`config.mk`:
```
export PLATFORM = sky130hd
export DESIGN_NAME = serial_ctl_rx
export DESIGN_NICKNAME = d
export VERILOG_FILES = /design/src/rtl/serial_ctl_rx.sv
export SDC_FILE = /design/constraint.sdc
export NUM_CORES = 1
export LEC_CHECK = 0
export BUFFER_PORTS_ARGS = -buffer_cell sky130_fd_sc_hd__buf_2
export CORE_MARGIN = 8
export CORE_UTILIZATION = 30
export CTS_CLUSTER_SIZE = 14
export DETAILED_ROUTE_END_ITERATION = 16
export GPL_TIMING_DRIVEN = 0
export SLEW_MARGIN = 20
export SYNTH_ARGS = -nofsm -noshare
export SYNTH_HDL_FRONTEND = slang
export SYNTH_SLANG_ARGS = --single-unit
```
`constraint.sdc`:
```
create_clock -name clk -period 1.92 [get_ports clk]
set_input_delay 0.096 -clock clk [delete_from_list [all_inputs] [get_ports clk]]
set_output_delay 0.096 -clock clk [all_outputs]
set_load 0.05 [all_outputs]
```
`src/rtl/serial_ctl_rx.sv`:
```
module serial_ctl_rx #(
  parameter int FRAME_BITS  = 32,
  parameter int SYNC_STAGES = 2,
  parameter int VOL_W       = 7,
  parameter int VOL_FIELDS  = 4,
  parameter int REC_N       = 4,
  parameter int REC_LSB     = 22,
  parameter int MODE_BIT    = 26
) (
  input  logic                        clk,
  input  logic                        rst_n,
  input  logic                        ser_clk,
  input  logic                        ser_dat,
  input  logic                        ser_lat,
  output logic [FRAME_BITS-3:0]       gen_ctrl,
  output logic [REC_N-1:0]            rec_en,
  output logic                        loud_mode,
  output logic [VOL_W*VOL_FIELDS-1:0] vol_a,
  output logic [VOL_W*VOL_FIELDS-1:0] vol_b,
  output logic                        mute_all,
  output logic                        loud_en,
  output logic                        commit,
  output logic [1:0]                  commit_slot,
  output logic                        frame_err
);
  localparam int PAY_W    = FRAME_BITS - 2;
  localparam int VOLS_W   = VOL_W * VOL_FIELDS;
  localparam int MUTE_BIT = VOLS_W;
  localparam int LOUD_BIT = VOLS_W + 1;
  localparam int CNT_W    = $clog2(FRAME_BITS + 2);
  localparam logic [CNT_W-1:0] CNT_FULL = CNT_W'(FRAME_BITS);
  localparam logic [CNT_W-1:0] CNT_SAT  = CNT_W'(FRAME_BITS + 1);

  logic [SYNC_STAGES:0]   clk_sr, lat_sr;
  logic [SYNC_STAGES-1:0] dat_sr;
  logic [FRAME_BITS-1:0]  shreg;
  logic [CNT_W-1:0]       cnt;
  logic [VOLS_W-1:0]      vol_in;

  always_ff @(posedge clk) begin
    if (!rst_n) begin
      clk_sr <= '0;
      lat_sr <= '0;
      dat_sr <= '0;
    end else begin
      clk_sr <= {clk_sr[SYNC_STAGES-1:0], ser_clk};
      lat_sr <= {lat_sr[SYNC_STAGES-1:0], ser_lat};
      dat_sr <= {dat_sr[SYNC_STAGES-2:0], ser_dat};
    end
  end

  wire       clk_rise = clk_sr[SYNC_STAGES-1] & ~clk_sr[SYNC_STAGES];
  wire       lat_rise = lat_sr[SYNC_STAGES-1] & ~lat_sr[SYNC_STAGES];
  wire       dat_bit  = dat_sr[SYNC_STAGES-1];
  wire [1:0] slot     = {shreg[FRAME_BITS-2], shreg[FRAME_BITS-1]};
  wire       full     = (cnt == CNT_FULL);

  for (genvar k = 0; k < VOL_FIELDS; k++) begin : g_field
    for (genvar j = 0; j < VOL_W; j++) begin : g_bit
      assign vol_in[k*VOL_W + VOL_W-1-j] = shreg[k*VOL_W + j];
    end
  end

  assign rec_en    = gen_ctrl[REC_LSB +: REC_N];
  assign loud_mode = gen_ctrl[MODE_BIT];

  always_ff @(posedge clk) begin
    if (!rst_n) begin
      shreg       <= '0;
      cnt         <= '0;
      gen_ctrl    <= '0;
      vol_a       <= '0;
      vol_b       <= '0;
      mute_all    <= 1'b0;
      loud_en     <= 1'b0;
      commit      <= 1'b0;
      commit_slot <= 2'b00;
      frame_err   <= 1'b0;
    end else begin
      commit    <= 1'b0;
      frame_err <= 1'b0;
      if (lat_rise) begin
        cnt <= '0;
        if (!full) begin
          frame_err <= 1'b1;
        end else begin
          case (slot)
            2'b00: gen_ctrl <= shreg[PAY_W-1:0];
            2'b01: begin
              vol_a    <= vol_in;
              mute_all <= shreg[MUTE_BIT];
              loud_en  <= shreg[LOUD_BIT];
            end
            2'b10: vol_b <= vol_in;
            default: ;
          endcase
          if (slot != 2'b11) begin
            commit      <= 1'b1;
            commit_slot <= slot;
          end
        end
      end else if (clk_rise) begin
        shreg <= {dat_bit, shreg[FRAME_BITS-1:1]};
        if (cnt != CNT_SAT) cnt <= cnt + 1'b1;
      end
    end
  end

  a_r2_gen_only_slot0: assert property (@(posedge clk) disable iff (!rst_n)
    !$stable(gen_ctrl) |-> (commit && commit_slot == 2'b00));
  a_r3_vola_only_slot1: assert property (@(posedge clk) disable iff (!rst_n)
    (!$stable(vol_a) || !$stable(mute_all) || !$stable(loud_en)) |-> (commit && commit_slot == 2'b01));
  a_r4_volb_only_slot2: assert property (@(posedge clk) disable iff (!rst_n)
    !$stable(vol_b) |-> (commit && commit_slot == 2'b10));
  a_r5_no_reserved_commit: assert property (@(posedge clk) disable iff (!rst_n)
    commit |-> commit_slot != 2'b11);
  a_r6_commit_single: assert property (@(posedge clk) disable iff (!rst_n)
    commit |=> !commit);
  a_r7_err_single: assert property (@(posedge clk) disable iff (!rst_n)
    frame_err |=> !frame_err);
  a_r7_err_excl: assert property (@(posedge clk) disable iff (!rst_n)
    frame_err |-> !commit);
endmodule

```
==> impl_metrics.toml, run 1 <==
[clocking]
cts.path.max_buffers = 2
h-tree-depth = 4
clk_pin_slew_ns = 0.06
cts_tree = "built"
clk_latency_ns = 0.42
clockRootBuffer = "clkbuf_16"
numClockSinks = 138
cts_made_buffers = 17

[synth]
syn_avg_cell_area_um2 = 9.63
synthDominantCellAreaShare_pct = 52.7
yosysUniqueCellTypes = 29
syn-num-nets = 553
yosys.area.top_type = "dfxtp_1"
ys_ff_latch = 138
synth_area_leaders = "dfxtp_1 (53%), mux2i_1 (17%), nand2_1 (8.9%), a21boi_0 (4.6%), nand3_1 (3.7%)"
ys_warn_count = 0
seq_area_frac_synth_pct = 52.7
synthCells = 545
netlist_area_um2 = 5250

[sta]
slew_headroom_pct = 52.9
fin_skew_ns = 0.0129
postLayoutSetupSlackWorst_ns = 0.147
hold_violations = 0
layout_min_cycle_time_ns = 1.77
min_period_over_period_pct = 92.3
fmax_mhz = 564
tightest_slew_ns = 0.706
setup_viol = 0
slew_viol_final = 0

[outcome]
outcome = "finished clean"

[drt]
wl_per_cell_um = 15.4
antenna_left = 0
route.vias.total = 4121
dr.pass1.iters = 6
drtIter0Drc = 171
totalWireLength_um = 13900
route.detailed.drc = 0
via_per_inst = 4.54

[grt]
grtUsageTotal_pct = 13.0
antenna_found_initial = 0
grt_pass1_wl_um = 22500
grt_pass1_vias = 4106
gr-total-overflow = 0
grt_max_degree = 17

[floorplanning]
die_x_um = 148
core_region_area_um2 = 17200
io_pins = 102
initial_core_util_pct = 30.5
fp.dieH_um = 148
die_area_um2 = 22000
fp-row-count = 48

[job]
maxCapViolations = 0

[power_and_ir_drop]
power.density_nw_per_um2 = 926
leakage_nw = 3.18
vdd_drop_max_uv = 590

[critical_path]
end_kind = "flop"
worstPathBufferInverterCount = 2
slowest_delay_ns = 0.35
crit_path_start_kind = "flop"
path_delay_family = "simple AND/OR/NAND/NOR gates"
crit_chain = "inv_1 > ha_1 > nor4bb_4 > nand3_1 > buf_2 > mux2i_1"
worstSetupPathType = "flop to flop"
crit_fanout = 10
rrSetupSlack_ns = 0.15
cp_slowest_cell = "dfxtp_1"
critPathRequiredTime_ns = 2.21
cp.arrival_ns = 2.06

[hold_path]
holdCritPathClass = "input pin to flop"

[finish]
fin_util_pct = 38.8
multi_input_area_um2 = 2270
n_antenna_cell = 0
fillers = 1797
drive_above_1_share_pct = 22.3
seq_area_um2 = 2760
syn2layout_area_growth_pct = 27.1
final_nets = 677

[place]
place_ws_ns = -0.0915
port-buffer-count = 100
gp_congestion = 0.760
dpl.hpwl_um = 9970
cell type report:
cell class	instances	area share [%]
plain buffers	47	3.36
clock buffers	19	6.79
clock inverters	13	1.80
inverters	2	0.113
multi-input cells	357	34.0
flip-flops and latches	138	41.4
well taps	225	4.22
repair buffers	106	8.29
cells in the final DEF (no fill, tap or decap):
master	n
clkinv_2	3
clkbuf_16	17
buf_6	2
dfxtp_1	138
nand2_1	125
or4_1	1
dlygate4sd3_1	3
nor4b_4	1
inv_6	2
o31ai_1	1
clkinvlp_4	3
nor4bb_4	1
buf_2	105
inv_1	2
a21oi_1	6
nor2b_1	3
nand3_1	39
nor3b_1	1
buf_1	1
nand3b_1	2
clkbuf_8	2
clkbuf_1	32
mux2i_1	90
nor2_1	1
nand2b_1	2
and2_1	9
nand4_1	1
clkinv_4	4
a31oi_1	1
o21ai_0	34
or3_1	2
o221a_2	1
buf_4	10
a211o_1	1
a21boi_0	32
ha_1	3
bufinv_16	1
state kept, by name (all words and copies together) (netlist names):
signal / cells
lat_sr: 3
commit: 1
clk_sr: 3
vol_a: 28
loud_en: 1
frame_err: 1
shreg: 32
gen_ctrl: 30
dat_sr: 2
commit_slot: 2
cnt: 6
mute_all: 1
vol_b: 28
final timing paths:
check,start,to,cells past startpoint
worst max-delay path,cnt[0]$_SDFFE_PP0P_,vol_a[23]$_SDFFE_PN0P_,6
worst min-delay path,rst_n,shreg[15]$_SDFFE_PN0P_,2
worst max register to register,cnt[0]$_SDFFE_PP0P_,vol_a[23]$_SDFFE_PN0P_,6
worst min register to register,lat_sr[0]$_SDFF_PN0_,lat_sr[1]$_SDFF_PN0_,1
logic make-up (layout without fill, tap and decap cells):
logic type / after synthesis / count (layout) / synth area share (%)
compound gates: 76 / 76 / 9.04
fa+ha+maj: 3 / 3 / 0.716
buf+inv: 50 / 187 / 4.44
flops: 138 / 138 / 52.7
mux: 90 / 90 / 17.2
simple gates: 188 / 188 / 16.0
metrics by stage:
step | area (um2) | cells | power [mW] | TNS (ns) | hold slack [ns]
floorplan | 5250 | 545 | 3.04 | 0 | 0.223
global placement | 6030 | 870 | 3.09 | -2.73 | 0.305
detailed placement | 6030 | 870 | 3.09 | -1.78 | 0.304
CTS | 6640 | 905 | 6.24 | 0 | 0.0555
global route | 6670 | 907 | 6.40 | -0.0227 | 0.0690
finish | 6670 | 907 | 6.17 | 0 | 0.0721
metal layers:
metal  up-vias  track usage (%)  wire [um]
met3        16             4.53        729
met5         -                0          0
met2        79             19.8       6330
met1      1928             16.8       6720
met4         0             4.28        170
li1       2098                -          -
worst reg2reg max path, delay by kind of cell (launching register included):
family        cells  cell delay (ns)
fa+ha+maj         1             0.21
mux               1             0.16
simple gates      2             0.53
buf+inv           2             0.39
flops             1             0.35
cell usage after synthesis:
master	count
o31ai_1	1
ha_1	3
buf_1	1
nor4b_4	1
nor4bb_1	1
mux2i_1	90
nor2b_1	3
o221a_2	1
and2_1	9
or3_1	2
nor3b_1	1
buf_2	6
dfxtp_1	138
nor2_1	1
nand3_1	39
inv_1	2
nand2_1	125
nand4_1	1
nand3b_1	2
o21ai_0	34
a21oi_1	6
a21boi_0	32
a211o_1	1
clkbuf_1	33
or4_1	1
buf_4	6
buf_6	2
a31oi_1	1
nand2b_1	2
repair_timing:
item / in CTS / in global routing
pin swaps: 0 / 1
hold endpoints to repair: 3 / 0
setup endpoints to repair: 30 / 33
hold buffers: 3 / 0
gates resized for setup: 1 / 3
buffers inserted: 0 / 3
where the power goes:
group          switching (mW)  internal [mW]  total, mW
sequential            0.00620           2.87       2.88
clock                    1.28           1.86       3.14
combinational           0.114         0.0400      0.154
total                    1.40           4.77       6.17
Power figures use the tool's default switching activity.
==> inputs of run 2 (changes only) <==
- CORE_ASPECT_RATIO: unset -> 1.5
- SLEW_MARGIN: 20 -> 15
==> run 2 against run 1 <==
  * Non-clock buffer count down 2
  * Critical path type unchanged
  * Cell count down 1.5%
  * Global-route usage down 0.22 points
  * Utilization down 0.23 points
  * Power up 4.0%
  * Sequential share of layout area about the same
  * Highest routed layer unchanged
  * Setup slack worse by 0.049 ns
  * First-iteration DRC count up 11%
==> impl_metrics.toml, run 2 (synthesis gave the netlist of run 1 again) <==
[floorplanning]
die_x_um = 124
die_area_um2 = 22100
core_region_area_um2 = 17300
initial_core_util_pct = 30.4
fp-row-count = 59
fp.dieH_um = 178
io_pins = 102

[clocking]
cts_made_buffers = 17
clockRootBuffer = "clkbuf_16"
clk_latency_ns = 0.42
clk_pin_slew_ns = 0.06
cts_tree = "built"
cts_setup_buffers = 0
numClockSinks = 138
h-tree-depth = 4
cts.path.max_buffers = 2

[critical_path]
crit_start = "cnt[2]$_SDFFE_PP0P_"
cp.arrival_ns = 2.11
slowest_delay_ns = 0.54
critPathRequiredTime_ns = 2.21
timing.rr.start = "cnt[2]$_SDFFE_PP0P_"
crit_chain = "nor4b_4 > nand3_1 > clkbuf_4 > mux2i_1"
crit_fanout = 10
path_delay_family = "simple AND/OR/NAND/NOR gates"
worstPathBufferInverterCount = 1
cp_slowest_cell = "nor4b_4"
worstSetupPathType = "flop to flop"
crit_path_start_kind = "flop"
end_kind = "flop"

[finish]
largest-register = "shreg"
final_cell_mix = "dfxtp_1 (138), nand2_1 (125), buf_2 (103), mux2i_1 (90), nand3_1 (39)"
reg_top3 = "shreg (32), gen_ctrl (30)"
drive_above_1_share_pct = 21.9
stdcell_count = 893
layout.cells.most_common = "dfxtp_1"
syn2layout_area_growth_pct = 27.1
largest_reg_flops = 32
final_nets = 675
n_antenna_cell = 0

[drt]
totalWireLength_um = 13900
wl_per_cell_um = 15.6
antenna_left = 0
route.vias.total = 4148
dr.pass1.iters = 4
via_per_inst = 4.65
route.detailed.drc = 0
drtIter0Drc = 189

[power_and_ir_drop]
vdd_drop_max_uv = 718
power_mw = 6.42
leakage_nw = 3.18
power.density_nw_per_um2 = 963

[sta]
fin_skew_ns = 0.00837
slew_viol_final = 0
layout_min_cycle_time_ns = 1.82
rsz0062_at_grt = "true"
min_period_over_period_pct = 94.9
postLayoutSetupSlackWorst_ns = 0.0987
hold_violations = 0
slew_headroom_pct = 53.6
fmax_mhz = 549
setup_viol = 0
tightest_slew_ns = 0.697

[place]
port-buffer-count = 100
place_ws_ns = -0.0428
dp_cells = 858
gp_congestion = 0.778
dpl.hpwl_um = 10300

[outcome]
outcome = "finished clean"

[job]
maxCapViolations = 0

[grt]
gr-total-overflow = 0
grt_max_degree = 17
grt_pass1_wl_um = 21800
grt_pass1_vias = 4110
antenna_found_initial = 0
grtUsageTotal_pct = 12.8

[hold_path]
hold_start = "rst_n"
holdCritPathClass = "input pin to flop"
run 2: cell count changes in the layout (fill, tap and decap cells not counted), sizes merged:
cell / delta
inv: +5
buf: -5
bufinv: +2
clkinv: -5
clkbuf: +1
run 2: routing by layer:
layer	global-route usage (%)	part of all wire [%]	vias up
li1	-	-	2087
met1	13.6	39	1962
met2	23.1	54	79
met3	3.18	5.1	20
met4	5.48	2.0	0
met5	0	0	-
run 2: final timing paths:
path / endpoint / slack, ns / cells after the start
max: vol_a[13]$_SDFFE_PN0P_ / 0.1 / 4
min: shreg[23]$_SDFFE_PN0P_ / 0.07 / 2
max reg2reg: vol_a[13]$_SDFFE_PN0P_ / 0.1 / 4
min reg2reg: dat_sr[1]$_SDFF_PN0_ / 0.43 / 1
run 2: power breakdown:
group | internal [mW] | switching [mW] | leakage (nW)
Clock | 2.07 | 1.32 | 0.292
Sequential | 2.87 | 0.00543 | 1.11
Combinational | 0.0390 | 0.113 | 1.78
Total | 4.98 | 1.44 | 3.18
run 2: what timing repair did:
action                                 CTS  global route
setup endpoints to repair               30            30
hold buffers                             3             0
resized for setup                        1             4
endpoints found under the hold margin    3             0
run 2: final cells by class:
cell class | instances | area (um2)
clock inverter | 15 | 184
buffer | 48 | 233
sequential | 138 | 2760
inverter | 2 | 7.51
multi-input combinational | 357 | 2260
timing repair buffer | 103 | 531
fill | 1777 | 10600
tap | 213 | 267
clock buffer | 17 | 425
run 2: worst reg2reg max path, stage by stage, from the launching register on:
cell	delay (ns)
dfxtp_1	0.36
nor4b_4	0.54
nand3_1	0.32
clkbuf_4	0.33
mux2i_1	0.15
run 2: metrics by stage:
step           setup TNS (ns)  cell area [um2]  util (%)  hold slack (ns)
2_1_floorplan               0             5250         -            0.223
3_3_place_gp           -0.997             6010      34.8            0.311
3_5_place_dp           -0.443             6010      34.8            0.308
4_1_cts                     0             6660      38.5           0.0544
5_1_grt               -0.0886             6670      38.6           0.0740
6_report                    0             6670      38.6           0.0725
==> inputs of run 3 (changes only) <==
- clock period: 1.92 -> 2.1 ns (I/O delays scaled with it)
==> run 3 against run 2 <==
  * Power is 8.6% lower
  * Final area is 0.21% lower
  * Clock power is 8.6% lower
  * Largest power group unchanged
  * Critical path depth is 2 higher
  * Die area stayed put
  * Sequential cell count stayed put
  * Utilization is 0.080 points lower
==> impl_metrics.toml, run 3 (synthesis gave the netlist of run 1 again) <==
[critical_path]
crit_fanout = 10
crit_path_start_kind = "flop"
end_kind = "flop"
critPathRequiredTime_ns = 2.39
worstSetupPathType = "flop to flop"
cp.arrival_ns = 2.22
rrSetupSlack_ns = 0.17

[place]
gp_congestion = 0.778
port-buffer-count = 100
post_dp_cell_area_um2 = 6010
dpl.hpwl_um = 10300

[finish]
layout.cells.most_common = "dfxtp_1"
largest-register = "shreg"
largest_reg_flops = 32
reg_top3 = "shreg (32), gen_ctrl (30)"
syn2layout_area_growth_pct = 26.8
final_cell_mix = "dfxtp_1 (138), nand2_1 (125), buf_2 (106), mux2i_1 (90), nand3_1 (39)"
fin_area_um2 = 6650
n_antenna_cell = 0
drive_above_1_share_pct = 21.8
fin_util_pct = 38.5
final_nets = 675

[power_and_ir_drop]
swShare_pct = 22.5
leakage_nw = 3.18
p_seq_share_pct = 44.8
vdd_drop_max_uv = 660
clkPwrFrac_pct = 52.8
power.internal_mw = 4.55
combPwrFrac_pct = 2.3
p_sw_mw = 1.32
power.density_nw_per_um2 = 882

[sta]
tightest_slew_ns = 0.706
fin_skew_ns = 0.00786
rsz0062_at_grt = "false"
slew_headroom_pct = 52.9
fin_setup_tns_ns = 0
slew_viol_final = 0
fmax_mhz = 517
setup_viol = 0
layout_min_cycle_time_ns = 1.93
min_period_over_period_pct = 92.1
hold_violations = 0

[job]
maxCapViolations = 0

[drt]
totalWireLength_um = 13900
wl_per_cell_um = 15.6
dr.pass1.iters = 4
route.vias.total = 4144
route.detailed.drc = 0
drtIter0Drc = 185
antenna_left = 0
via_per_inst = 4.64

[clocking]
clockRootBuffer = "clkbuf_16"
clk_pin_slew_ns = 0.06
h-tree-depth = 4
cts_hold_repair.buffers = 3
cts.path.max_buffers = 2
cts_setup_buffers = 0
cts_made_buffers = 17
clk_latency_ns = 0.42
numClockSinks = 138
cts_resized = 0
cts_tree = "built"

[outcome]
outcome = "finished clean"

[grt]
grt_pass1_wl_um = 21800
grt_pass1_vias = 4110
antenna_found_initial = 0
grt_max_degree = 17
gr-total-overflow = 0
grtUsageTotal_pct = 12.8

[hold_path]
holdCritPathClass = "input pin to flop"

[floorplanning]
die_x_um = 124
core_region_area_um2 = 17300
io_pins = 102
initial_core_util_pct = 30.4
fp-row-count = 59
die_area_um2 = 22100
fp.dieH_um = 178
run 3: cell count changes in the layout (fill, tap and decap cells not counted), sizes merged:
cell / delta
buf: +2
clkbuf: -2
run 3: final cells by class:
class	instances	area, um2
Clock buffer	17	425
Multi-Input combinational cell	357	2250
Sequential cell	138	2760
Inverter	2	7.51
Clock inverter	15	184
Timing Repair Buffer	103	531
Buffer	48	225
Fill cell	1779	10600
Tap cell	213	267
run 3: final timing paths:
path	to	startpoint	depth (start not counted)
max	vol_a[3]$_SDFFE_PN0P_	cnt[0]$_SDFFE_PP0P_	6
min	shreg[23]$_SDFFE_PN0P_	rst_n	2
max reg2reg	vol_a[3]$_SDFFE_PN0P_	cnt[0]$_SDFFE_PP0P_	6
min reg2reg	dat_sr[1]$_SDFF_PN0_	dat_sr[0]$_SDFF_PN0_	1
run 3: routing by layer:
layer | vias up | track usage, % | share of wire, %
li1 | 2084 | - | -
met1 | 1963 | 13.6 | 39
met2 | 77 | 23.1 | 54
met3 | 20 | 3.18 | 5.0
met4 | 0 | 5.48 | 2.0
met5 | - | 0 | 0
run 3: metrics by stage:
step	std cells	hold slack [ns]	total power, mW	setup slack [ns]
CTS	893	0.0634	5.94	0.122
global placement	858	0.320	2.82	0.128
global route	893	0.0830	6.05	0.0221
finish	893	0.0847	5.87	0.166
floorplan	545	0.232	2.78	0.599
detailed placement	858	0.317	2.82	0.137
run 3: power groups by stage:
| stage | registers [mW] | clock network (mW) | logic, mW |
|---|---|---|---|
| floorplan | 2.69 | 0 | 0.0860 |
| global placement | 2.69 | 0 | 0.135 |
| detailed placement | 2.69 | 0 | 0.136 |
| CTS | 2.63 | 3.17 | 0.140 |
| global route | 2.63 | 3.27 | 0.152 |
| finish | 2.63 | 3.10 | 0.138 |
run 3: worst max-delay path, stage by stage (launching register included):
cell and delay (ns):
dfxtp_1 0.35, inv_1 0.10, ha_1 0.21, nor4bb_1 0.38, nand3_1 0.27, buf_2 0.33, mux2i_1 0.16
